## src/rtl/pit_pkg.sv

```systemverilog
package pit_pkg;

    typedef enum logic [2:0] {
        M_TERM     = 3'd0,
        M_ONESHOT  = 3'd1,
        M_RATE     = 3'd2,
        M_SQUARE   = 3'd3,
        M_SWSTROBE = 3'd4,
        M_HWSTROBE = 3'd5
    } pit_mode_e;

    // Codes 6 and 7 fold onto the two periodic modes.
    function automatic pit_mode_e decode_mode(input logic [2:0] code);
        case (code)
            3'd6:    return M_RATE;
            3'd7:    return M_SQUARE;
            default: return pit_mode_e'(code);
        endcase
    endfunction

    function automatic logic gate_retriggers(input pit_mode_e m);
        return (m == M_ONESHOT) || (m == M_RATE) ||
               (m == M_SQUARE)  || (m == M_HWSTROBE);
    endfunction

    function automatic logic is_periodic(input pit_mode_e m);
        return (m == M_RATE) || (m == M_SQUARE);
    endfunction

    function automatic logic is_strobe(input pit_mode_e m);
        return (m == M_SWSTROBE) || (m == M_HWSTROBE);
    endfunction

endpackage

```

## src/rtl/pit_ctrl.sv

```systemverilog
module pit_ctrl
    import pit_pkg::*;
#(
    parameter int CNT_W    = 16,
    parameter bit GATE_RST = 1'b1,
    localparam int SPAN_W  = CNT_W + 1
) (
    input  logic              clk,
    input  logic              rst,
    input  logic              tick_i,
    input  logic              gate_i,
    input  logic              load_i,
    input  logic [CNT_W-1:0]  init_i,
    input  logic [2:0]        code_i,
    input  pit_mode_e         cur_mode_i,
    output logic              restart_o,
    output logic              apply_o,
    output logic [SPAN_W-1:0] new_span_o,
    output pit_mode_e         new_mode_o
);

    localparam logic [SPAN_W-1:0] FULL_SPAN = SPAN_W'(1) << CNT_W;

    logic              gate_q;
    logic              pend_ld;
    logic              pend_trig;
    logic [SPAN_W-1:0] pend_span;
    pit_mode_e         pend_mode;

    logic rise;
    assign rise = gate_i & ~gate_q;

    // Only events registered before this clock may act on a tick.
    assign apply_o    = tick_i & pend_ld;
    assign restart_o  = tick_i & (pend_ld | (pend_trig & gate_retriggers(cur_mode_i)));
    assign new_span_o = pend_span;
    assign new_mode_o = pend_mode;

    always_ff @(posedge clk) begin
        if (rst) begin
            gate_q    <= GATE_RST;
            pend_ld   <= 1'b0;
            pend_trig <= 1'b0;
            pend_span <= FULL_SPAN;
            pend_mode <= M_SQUARE;
        end else begin
            gate_q    <= gate_i;
            pend_ld   <= (pend_ld & ~tick_i) | load_i;
            pend_trig <= (pend_trig & ~tick_i) | rise;
            if (load_i) begin
                pend_span <= (init_i == '0) ? FULL_SPAN : {1'b0, init_i};
                pend_mode <= decode_mode(code_i);
            end
        end
    end

endmodule

```

## src/rtl/pit_core.sv

```systemverilog
module pit_core
    import pit_pkg::*;
#(
    parameter int CNT_W   = 16,
    localparam int SPAN_W = CNT_W + 1
) (
    input  logic              clk,
    input  logic              rst,
    input  logic              tick_i,
    input  logic              restart_i,
    input  logic              apply_i,
    input  logic [SPAN_W-1:0] new_span_i,
    input  pit_mode_e         new_mode_i,
    output pit_mode_e         mode_o,
    output logic [SPAN_W-1:0] span_o,
    output logic [SPAN_W-1:0] phase_o,
    output logic [CNT_W-1:0]  wrap_o,
    output logic              past_o,
    output logic              started_o
);

    localparam logic [SPAN_W-1:0] FULL_SPAN = SPAN_W'(1) << CNT_W;

    logic [SPAN_W-1:0] phase_nxt;
    assign phase_nxt = phase_o + 1'b1;

    always_ff @(posedge clk) begin
        if (rst) begin
            mode_o    <= M_SQUARE;
            span_o    <= FULL_SPAN;
            phase_o   <= '0;
            wrap_o    <= '0;
            past_o    <= 1'b0;
            started_o <= 1'b0;
        end else if (restart_i) begin
            if (apply_i) begin
                mode_o <= new_mode_i;
                span_o <= new_span_i;
            end
            wrap_o    <= apply_i ? new_span_i[CNT_W-1:0] : span_o[CNT_W-1:0];
            phase_o   <= '0;
            past_o    <= 1'b0;
            started_o <= 1'b0;
        end else if (tick_i) begin
            started_o <= 1'b1;
            wrap_o    <= wrap_o - 1'b1;
            if (is_periodic(mode_o)) begin
                phase_o <= (phase_nxt == span_o) ? '0 : phase_nxt;
            end else if (phase_o == span_o) begin
                past_o <= 1'b1;
            end else begin
                phase_o <= phase_nxt;
            end
        end
    end

endmodule

```

## src/rtl/pit_decode.sv

```systemverilog
module pit_decode
    import pit_pkg::*;
#(
    parameter int CNT_W   = 16,
    localparam int SPAN_W = CNT_W + 1
) (
    input  pit_mode_e         mode_i,
    input  logic [SPAN_W-1:0] span_i,
    input  logic [SPAN_W-1:0] phase_i,
    input  logic [CNT_W-1:0]  wrap_i,
    input  logic              past_i,
    input  logic              started_i,
    output logic              out_o,
    output logic [CNT_W-1:0]  count_o
);

    // Remaining count for the square wave, which moves two steps per tick.
    function automatic logic [CNT_W-1:0] square_left(input logic [SPAN_W-1:0] span,
                                                     input logic [SPAN_W-1:0] phase);
        logic [SPAN_W:0] dbl;
        logic [SPAN_W:0] fold;
        dbl  = {phase, 1'b0};
        fold = (dbl >= {1'b0, span}) ? dbl - {1'b0, span} : dbl;
        return span[CNT_W-1:0] - fold[CNT_W-1:0];
    endfunction

    logic [SPAN_W-1:0] half;
    assign half = SPAN_W'((span_i + 1'b1) >> 1);

    always_comb begin
        unique case (mode_i)
            M_TERM:     out_o = (phase_i == span_i);
            M_ONESHOT:  out_o = (phase_i != span_i);
            M_RATE:     out_o = (phase_i == '0) && started_i;
            M_SQUARE:   out_o = (phase_i < half);
            default:    out_o = (phase_i == span_i) && !past_i;
        endcase
    end

    always_comb begin
        unique case (mode_i)
            M_RATE:   count_o = span_i[CNT_W-1:0] - phase_i[CNT_W-1:0];
            M_SQUARE: count_o = square_left(span_i, phase_i);
            default:  count_o = wrap_i;
        endcase
    end

endmodule

```

## src/rtl/pit_channel.sv

```systemverilog
module pit_channel
    import pit_pkg::*;
#(
    parameter int CNT_W      = 16,
    parameter int CHANNEL_ID = 0,
    localparam int SPAN_W    = CNT_W + 1,
    localparam bit GATE_RST  = (CHANNEL_ID != 2)
) (
    input  logic             clk,
    input  logic             rst,
    input  logic             tick_en,
    input  logic             gate_in,
    input  logic             load_stb,
    input  logic [CNT_W-1:0] load_val,
    input  logic [2:0]       mode_sel,
    output logic             out_level,
    output logic [CNT_W-1:0] count_val
);

    logic              restart;
    logic              apply;
    logic [SPAN_W-1:0] new_span;
    pit_mode_e         new_mode;
    pit_mode_e         cur_mode;
    logic [SPAN_W-1:0] cur_span;
    logic [SPAN_W-1:0] phase;
    logic [CNT_W-1:0]  wrap;
    logic              past;
    logic              started;

    pit_ctrl #(.CNT_W(CNT_W), .GATE_RST(GATE_RST)) u_ctrl (
        .clk        (clk),
        .rst        (rst),
        .tick_i     (tick_en),
        .gate_i     (gate_in),
        .load_i     (load_stb),
        .init_i     (load_val),
        .code_i     (mode_sel),
        .cur_mode_i (cur_mode),
        .restart_o  (restart),
        .apply_o    (apply),
        .new_span_o (new_span),
        .new_mode_o (new_mode)
    );

    pit_core #(.CNT_W(CNT_W)) u_core (
        .clk        (clk),
        .rst        (rst),
        .tick_i     (tick_en),
        .restart_i  (restart),
        .apply_i    (apply),
        .new_span_i (new_span),
        .new_mode_i (new_mode),
        .mode_o     (cur_mode),
        .span_o     (cur_span),
        .phase_o    (phase),
        .wrap_o     (wrap),
        .past_o     (past),
        .started_o  (started)
    );

    pit_decode #(.CNT_W(CNT_W)) u_decode (
        .mode_i     (cur_mode),
        .span_i     (cur_span),
        .phase_i    (phase),
        .wrap_i     (wrap),
        .past_i     (past),
        .started_i  (started),
        .out_o      (out_level),
        .count_o    (count_val)
    );

endmodule

```

## config.mk

```make
export PLATFORM = sky130hd
export DESIGN_NAME = pit_channel
export DESIGN_NICKNAME = d
export VERILOG_FILES = /design/src/rtl/pit_pkg.sv /design/src/rtl/pit_ctrl.sv /design/src/rtl/pit_core.sv /design/src/rtl/pit_decode.sv /design/src/rtl/pit_channel.sv
export SDC_FILE = /design/constraint.sdc
export NUM_CORES = 1
export LEC_CHECK = 0
export CAP_MARGIN = 20
export CORE_MARGIN = 4
export CORE_UTILIZATION = 65
export CTS_CLUSTER_DIAMETER = 80
export DETAILED_ROUTE_END_ITERATION = 7
export DONT_BUFFER_PORTS = 1
export PLACE_DENSITY = 0.87
export SLEW_MARGIN = 5
export SYNTH_ARGS = -nofsm -noshare
export SYNTH_HDL_FRONTEND = slang
export SYNTH_SLANG_ARGS = --single-unit
```

## constraint.sdc

```tcl
create_clock -name clk -period 7.2 [get_ports clk]
set_input_delay 1.44 -clock clk [delete_from_list [all_inputs] [get_ports clk]]
set_output_delay 1.44 -clock clk [all_outputs]
set_load 0.03 [all_outputs]
```

* Word level (Yosys, flattened, before mapping)
Cells that the tools add are included.
Cells by class: add/subtract/negate cells 6, order comparisons 2, reduce and logical (&&, ||, !) cells 15, eq/ne operators 10, bitwise logic cells 12, multiplexer cells 11
Operator list (count):
- 17-bit two-way mux | 4
- 16-bit two-way mux | 4
- 16-bit subtractor | 3
- 17-bit by 1-bit adder with 17-bit output, second input constant | 2
- 17-bit == test | 2
- 16-bit case mux with 2 select lines | 1
- 18-bit by 17-bit >= comparator with 1-bit output | 1
- 17-bit logical NOT | 1
- 17-bit by 16-bit less-than comparator with 1-bit output | 1
- 17-bit != test | 1
- 16-bit logical NOT | 1
- 16-bit by 1-bit subtractor with 16-bit output, second input constant | 1
- 3-bit == test, second input constant | 3
- 1-bit AND | 6
- 3-bit by 2-bit == test with 1-bit output, second input constant | 2
- 3-bit case mux with 2 select lines | 1
- 1-bit logical OR | 4
- 1-bit case mux with 4 select lines | 1
- 2-bit AND reduction | 2
- 3-bit by 1-bit == test with 1-bit output, second input constant | 1
- 3-bit logical NOT | 1
- 1-bit inverter | 3
- 1-bit OR | 3
- 3-bit AND reduction | 1
- other kinds (5) | 6
Word-level totals: input bits 24, flip-flop bits (word level) 78

* Longest topological paths before layout
Gate-level depths: netlist of the first run.
word-level depth 8, gate-level depth with buffers 23, gate-level depth less buffers 21

* By module
A second synthesis of the first run with hierarchy kept.
Second synthesis, totals: cells, all modules 864, area, all modules 6870.3 um^2
Modules (own cells, without submodules):
- pit_core | instances 1, seq. area each 1101.1 um^2, area each 3158.0 um^2, cells each 371
- pit_decode | instances 1, seq. area each 0.0 um^2, area each 2830.2 um^2, cells each 407
- pit_ctrl | instances 1, seq. area each 460.4 um^2, area each 882.1 um^2, cells each 86

* Least setup slack after synthesis of the first run
OpenSTA, ideal clock, no wires.
path type flip-flop to output port, from reg u_core.span_o[1], to out count_val[14], setup slack 0.358 ns, cell stages (with the launch flop) 24, arrival 5.402 ns, buffers on the path 2, required time 5.760 ns, path through dfxtp_1 > clkbuf_1 > inv_1 > fa_1 > a211o_1 > o211ai_1 > a21oi_1 > o21ai_0 > o211ai_1 > clkbuf_1 > nor2_1 > a21oi_1 > nor2_1 > a21oi_1 > fa_1 > a21o_1 > a21oi_1 > o21bai_1 > a2111oi_0 > nor3_1 > a211o_1 > a31oi_1 > xor2_1 > o21ai_0
Between the ends: word-level cells in the longest chain between the ends 4, elaborated cells on any way between the ends 6, those cells by class add/sub: 3; order compare: 1; mux: 2
RTL lines:
- start: declaration | line pit_core.sv:15 | output logic [SPAN_W-1:0] span_o,
- start signal: assignment | line pit_core.sv:38 | span_o <= new_span_i;
- 16-bit subtractor or 18-bit by 17-bit >= comparator with 1-bit output (tied branches) | line pit_decode.sv:23 | fold = (dbl >= {1'b0, span}) ? dbl - {1'b0, span} : dbl;
- 16-bit two-way mux | line pit_decode.sv:23
- 16-bit subtractor | line pit_decode.sv:24 | return span[CNT_W-1:0] - fold[CNT_W-1:0];
- 16-bit case mux with 2 select lines (*) | line pit_decode.sv:41 | unique case (mode_i)
- end: declaration | line pit_channel.sv:17 | output logic [CNT_W-1:0] count_val
Mark *: on every way between the ends. The rest lies on a longest branch, timed or not.

* Worst setup path after layout of the first run
from reg u_core.span_o[0], to out count_val[14]
The elaborated chain is that of the path after synthesis.

==> key figures, run 1 <==
Outcome
  – Outcome: complete, no violations

Critical path
  – Reg-to-reg critical path startpoint: u_core.phase_o[0]$_SDFFE_PP0P_
  – Required time worst endpoint: about 5.8 ns
  – CP endpoint kind: primary output
  – R2R cell count: 9
  – Crit path max fanout: 8
  – Setup Crit Path Kind: flip-flop to primary output
  – Worst Setup SP: u_core.span_o[0]$_SDFFE_PP0P_
  – Critical path startpoint category: flip-flop
  – CP arrival: around 5.4 ns

Cells and area
  – Fillers: 779
  – Antenna cells: 0
  – Fin cells: 990
  – Commonest non-fill, non-tap cell in the layout: nor2_1
  – Final Util: 71.1%
  – Layout area overhead: 5.06%
  – # nets final: between 900 and 1000
  – Share of cells above drive strength 1: under 10%
  – Commonest cells after routing, fill and taps aside: nor2_1, nand2_1, dfxtp_1, xnor2_1, a21oi_1

CTS
  – Clock Sinks: 78
  – Root Buffer: clkbuf_8
  – Clk buf depth: 2
  – H-tree Lvls: 3
  – # hold bufs at CTS: 0
  – Num CTS Buffers: 9
  – Worst-Skew Late Latency: 0.36 ns
  – CTS tree: done
  – Worst-path clk slew: around 0.09 ns

Pwr
  – Sequential power share: roughly 37%
  – Clock Power Share: 26.4%
  – Pwr Density: between 150 and 200 nW/um2
  – Psw: ~490 uW
  – Overall power: about 1300 uW
  – Comb pwr share: 36.2%
  – Leak Pwr: roughly 0.0028 uW
  – Pint: 811 uW
  – Peak VDD IR: 0.000235 V
  – Net switching share of the total power: a little under two fifths

STA
  – Slack of the critical path: around 0.39 ns
  – Worst slew pin tran: slightly below 1 ns
  – Share of the cycle needed by the critical path after routing: between 90% and 100%
  – Count of final hold-check violations: 0
  – Final min period: between 6 and 7 ns
  – Final setup fails: 0
  – Layout Skew: 0.00994 ns
  – Fin. max-slew vios: 0
  – Fmax: about 0.15 GHz
  – Worst relative slew slack: 33.9%
  – Post-route setup TNS: 0 ns

Synth
  – Post-Syn Instances: 870
  – Yosys cell types: around 60
  – FF+latch count, synth: just under 80
  – Mapped cell area: 6670 um2
  – Main synth FF type: dfxtp_1
  – Synth top area cells: dfxtp_1, ha_1, xnor2_1
  – Sequential cell area fraction in the yosys report: 23.4%
  – Ys Warns: 0
  – Syn nets: between 900 and 1000
  – Syn Area/Cell: about 7.7 um2
  – Post-synth top area cell: dfxtp_1
  – Top-area cell type share of the netlist area: roughly a quarter
  – EDFF count, synth: 0
  – Post-synth ARST share: 0%

Run
  – Max Cap Viol: 0

GRT
  – Gr ovfl total: 0
  – First-pass GRT wire length: approximately 30000 um
  – Initial antenna violation count: 0
  – Largest net degree at the start of global routing: 62
  – Tot GR Track Use: 32.7%
  – Vias in the first global route: 5951

Worst hold path
  – Worst hold path startpoint: u_ctrl.new_mode_o[2]$_SDFFE_PP0P_
  – Hold path depth: 2
  – Hold Path Class: flip-flop to flip-flop

Drt
  – DR vias: 6350
  – Routed wire length: roughly 19000 um
  – DR vias/cell: ~6.4
  – Initial drt markers: about 660
  – Post-route DRC violation count: 0
  – Post-route ant nets: 0
  – TritonRoute pass-1 iters: 6
  – Routed WL per cell: 19.2 um

Place
  – IO buf count: 0
  – Hpwl dp: ~14000 um
  – Post-place setup slack: between 0.6 and 0.7 ns
  – Placed Instances: approximately 980
  – RD Place Congestion: 0.979

Floorplan
  – Die span in x: approximately 110 um
  – Die boundary height: around 110 um
  – Initial Utilization: between 60% and 70%
  – Row count: 36
  – Die area: 12000 um2
  – Core region area: around 10000 um2
  – Ports: 41
[layer usage]
metal | track usage (%) | share of wire (%) | vias to the layer above
met2 | 53.7 | 47 | 315
met1 | 43.2 | 41 | 2933
met3 | 4.52 | 8.5 | 50
met4 | 13.3 | 3.8 | 0
li1 | - | - | 3052
met5 | 0 | 0 | -
[worst max-delay path: stages (launching register included)]
cell       delay (ns)
dfxtp_2          0.42
inv_1            0.13
fa_1             0.50
a211o_1          0.31
o211ai_1         0.10
a21oi_1          0.15
o21ai_1          0.21
o211ai_1         0.22
nor2_1           0.16
a21oi_1          0.06
nor2_1           0.10
a21oi_1          0.08
fa_1             0.45
a21o_1           0.21
a21oi_1          0.24
o21bai_1         0.13
a2111oi_1        0.42
nor3_1           0.20
a211o_1          0.30
a31oi_1          0.19
xor2_1           0.08
o21ai_0          0.15
buf_4            0.18
[path summary, 6_finish.rpt]
check / to / slack, ns
min: u_core.mode_o[2]$_SDFFE_PP0P_ / 0.48
max reg2reg: u_core.phase_o[0]$_SDFFE_PP0P_ / 3.57
max: count_val[14] / 0.39
min reg2reg: u_core.mode_o[2]$_SDFFE_PP0P_ / 0.48
[power by group through the flow]
stage	clock (uW)	combinational (uW)	sequential, uW
final	342	469	485
after global routing	362	507	488
after CTS	344	462	484
after detailed placement	0	458	494
after global placement	0	445	491
after floorplan	0	352	481
[through the flow]
step	instance area, um2	hold WS (ns)
after floorplan	6670	0.428
after global routing	7010	0.488
after detailed placement	6790	0.457
after CTS	6990	0.475
after global placement	6790	0.443
final	7010	0.475
[repair_timing]
action | 4_1_cts | 5_1_grt
resized for setup | 0 | 7
setup endpoints to repair | 0 | 6
buffers inserted | 0 | 0
[cell usage after synthesis, types with 6 or more instances]
cell	instances
a211o_1	11
a211oi_1	7
a21o_1	15
a21oi_1	57
a22oi_1	9
a31oi_1	6
and3_1	13
buf_2	9
clkbuf_1	37
dfxtp_1	78
ha_1	51
inv_1	34
mux2i_1	47
nand2_1	76
nand2b_1	11
nand3_1	28
nand4_1	17
nor2_1	97
nor2_2	10
nor2b_1	8
nor3_1	16
nor4_1	18
o211ai_1	6
o21a_1	8
o21ai_0	52
or3_1	6
xnor2_1	58
xor2_1	24
[flip-flops by register name, indices dropped and copies added (netlist names)]
| name | flops |
|---|---|
| u_core.mode_o | 3 |
| u_core.past_o | 1 |
| u_core.phase_o | 17 |
| u_core.span_o | 17 |
| u_core.started_o | 1 |
| u_core.wrap_o | 16 |
| u_ctrl.gate_q | 1 |
| u_ctrl.new_mode_o | 3 |
| u_ctrl.new_span_o | 17 |
| u_ctrl.pend_ld | 1 |
| u_ctrl.pend_trig | 1 |
[kinds of logic (layout without fill, tap and decap cells)]
logic type                 Yosys count  after routing  share of synthesized area [%]
AOI/OAI and AO/OA                  199            199                           19.3
xor gates and xnor gates            83             83                           11.0
adders and majority gates           53             53                           10.2
buffers and inverters               86             73                           5.29
DFF                                 78             78                           23.4
muxes                               50             50                           7.56
and+or+nand+nor                    321            321                           23.3
[layout make-up]
type                    count  area, um2  area share [%]
repair buffers             25        195            2.78
flip-flops and latches     78       1570            22.4
inverters                  34        128            1.82
multi-input cells         706       4760            67.9
clock inverters             4       56.3           0.803
clock buffers              10        138            1.96
well taps                 133        166            2.37
(Power assumes the default switching activity.)
==> inputs of run 2 (changes only) <==
--- a/config.mk
+++ b/config.mk
@@ -6,6 +6,7 @@
 export NUM_CORES = 1
 export LEC_CHECK = 0
 export CAP_MARGIN = 20
+export CORE_ASPECT_RATIO = 1.4
 export CORE_MARGIN = 4
 export CORE_UTILIZATION = 65
 export CTS_CLUSTER_DIAMETER = 80
==> run 2 against run 1 <==
  * Clock-buffer cell count fell by 1
  * Highest routed layer unchanged
  * Non-clock buffer count down 1
  * Cell area increased by 1.4%
==> key figures, run 2 (synthesis gave the netlist of run 1 again) <==
Outcome
  – Outcome: complete, no violations

STA
  – Layout Skew: 0.00917 ns
  – Worst slew pin tran: 1.14 ns
  – Final setup fails: 0
  – Fmax: between 0.1 and 0.15 GHz
  – Share of the cycle needed by the critical path after routing: between 90% and 100%
  – Final min period: approximately 7 ns
  – RSZ-0062 raised after global routing: false
  – Count of final hold-check violations: 0
  – Fin. max-slew vios: 0
  – Post-route setup TNS: 0 ns
  – Worst relative slew slack: about a quarter

Critical path
  – Crit path cell chain: inv_1 -> fa_1 -> a211o_1 -> o211ai_1 -> a21oi_1 -> o21ai_1 -> o211ai_1 -> nor2_1 -> a21oi_1 -> nor2_1 -> a21oi_1 -> fa_1 -> a21o_1 -> a21oi_1 -> o21bai_1 -> a2111oi_2 -> nor3_2 -> a211o_1 -> a31oi_1 -> xor2_1 -> o21ai_0 -> buf_4
  – Crit path max fanout: 8
  – Setup Crit Path Kind: flip-flop to primary output
  – Critical path's largest stage delay: 0.49 ns
  – CP endpoint kind: primary output
  – Required time worst endpoint: between 5 and 6 ns
  – CP arrival: ~5.4 ns
  – Reg-to-reg critical path startpoint: u_core.phase_o[0]$_SDFFE_PP0P_
  – Cell mode on critical path: a21oi_1
  – Worst Setup SP: u_core.span_o[0]$_SDFFE_PP0P_
  – Slowest-stage cell, CP: fa_1
  – Critical path startpoint category: flip-flop

Cells and area
  – Layout area overhead: 6.53%
  – Fin cells: around 1000
  – # nets final: 930
  – Commonest cells after routing, fill and taps aside: nor2_1, nand2_1, dfxtp_1, xnor2_1, a21oi_1
  – Antenna cells: 0
  – Share of cells above drive strength 1: roughly 8.4%
  – Commonest non-fill, non-tap cell in the layout: nor2_1

Drt
  – Routed wire length: roughly 20000 um
  – DR vias: 6440
  – TritonRoute pass-1 iters: 5
  – Post-route ant nets: 0
  – Routed WL per cell: slightly below 20 um
  – Initial drt markers: around 590
  – DR vias/cell: approximately 6.5
  – Post-route DRC violation count: 0

CTS
  – H-tree Lvls: 3
  – Worst-path clk slew: 0.07 ns
  – Clk buf depth: 2
  – # hold bufs at CTS: 0
  – CTS tree: done
  – Clock Sinks: 78
  – Root Buffer: clkbuf_16
  – Num CTS Buffers: 9
  – Worst-Skew Late Latency: around 0.35 ns

GRT
  – First-pass GRT wire length: about 31000 um
  – Tot GR Track Use: 32.9%
  – Gr ovfl total: 0
  – Vias in the first global route: 6260
  – Largest net degree at the start of global routing: 62
  – Initial antenna violation count: 0

Floorplan
  – Ports: 41
  – Die span in x: about 94 um
  – Die area: ~12000 um2
  – Die boundary height: ~130 um
  – Core region area: between 9000 and 10000 um2
  – Row count: between 40 and 50
  – Initial Utilization: between 60% and 70%

Place
  – IO buf count: 0
  – Hpwl dp: about 15000 um
  – RD Place Congestion: roughly 0.99
  – Placed Instances: 977

Worst hold path
  – Hold Path Class: flip-flop to flip-flop
  – Worst hold path startpoint: u_ctrl.new_span_o[16]$_SDFFE_PP1P_

Run
  – Max Cap Viol: 0

Pwr
  – Peak VDD IR: between 0.0002 and 0.00025 V
  – Leak Pwr: 0.00287 uW
  – Pwr Density: approximately 200 nW/um2
==> run 2: cell types whose count changed in the layout (fill, tap and decap cells not counted), sizes merged <==
| cell | before | now |
|---|---|---|
| buf | 25 | 24 |
| bufinv | 1 | 0 |
| clkbuf | 10 | 9 |
| clkinv | 1 | 2 |
| clkinvlp | 0 | 1 |
| inv | 36 | 38 |
==> run 2: through the flow <==
stage / power, uW / hold WS (ns) / utilization (%) / worst slack, ns / instance area (um2)
floorplan: 833 / 0.428 / - / 0.358 / 6670
detailed placement: 949 / 0.453 / 68.3 / 0.524 / 6800
global placement: 938 / 0.443 / 68.2 / 0.677 / 6790
finish: 1410 / 0.464 / 71.4 / 0.369 / 7110
CTS: 1400 / 0.468 / 71.2 / 0.124 / 7090
global route: 1470 / 0.489 / 71.4 / 0.0531 / 7110
==> run 2: worst max-delay path: cells and delay by family (launching register included) <==
kind,cells,cell delay [ns]
adder cells (fa/ha/maj),2,0.95
flip-flops,1,0.42
AO/OA/AOI/OAI,14,2.77
buffers and inverters,2,0.31
XOR/XNOR,1,0.17
AND/OR/NAND/NOR,3,0.40
==> run 2: layout make-up <==
cell class	count	area, um2
multi-input cells	706	4770
fillers	820	2850
flip-flops and latches	78	1570
clock buffers	9	225
repair buffers	24	180
well taps	135	169
inverters	34	128
clock inverters	7	65.1
==> run 2: metal layers <==
layer,share of wire (%),vias up,GRT usage [%]
li1,-,3053,-
met1,40,3037,39.6
met2,49,285,57.1
met3,6.1,65,4.70
met4,4.6,0,15.7
met5,0,-,0
==> run 2: final timing paths <==
kind,to,slack (ns),cells after the start
worst max register to register,u_core.phase_o[0]$_SDFFE_PP0P_,3.31,9
worst min register to register,u_ctrl.new_span_o[16]$_SDFFE_PP1P_,0.46,2
worst min-delay path,u_ctrl.new_span_o[16]$_SDFFE_PP1P_,0.46,2
worst max-delay path,count_val[14],0.37,22
==> run 2: what timing repair did <==
item | in CTS | in global routing
gates resized for setup | 0 | 11
setup endpoints to repair | 0 | 5
buffers inserted | 0 | 0
==> run 2: power by group <==
group | switching (uW) | internal, uW | leakage, uW
logic | 281 | 188 | 0.00209
registers | 30.5 | 455 | 0.000640
clock network | 214 | 242 | 0.000140
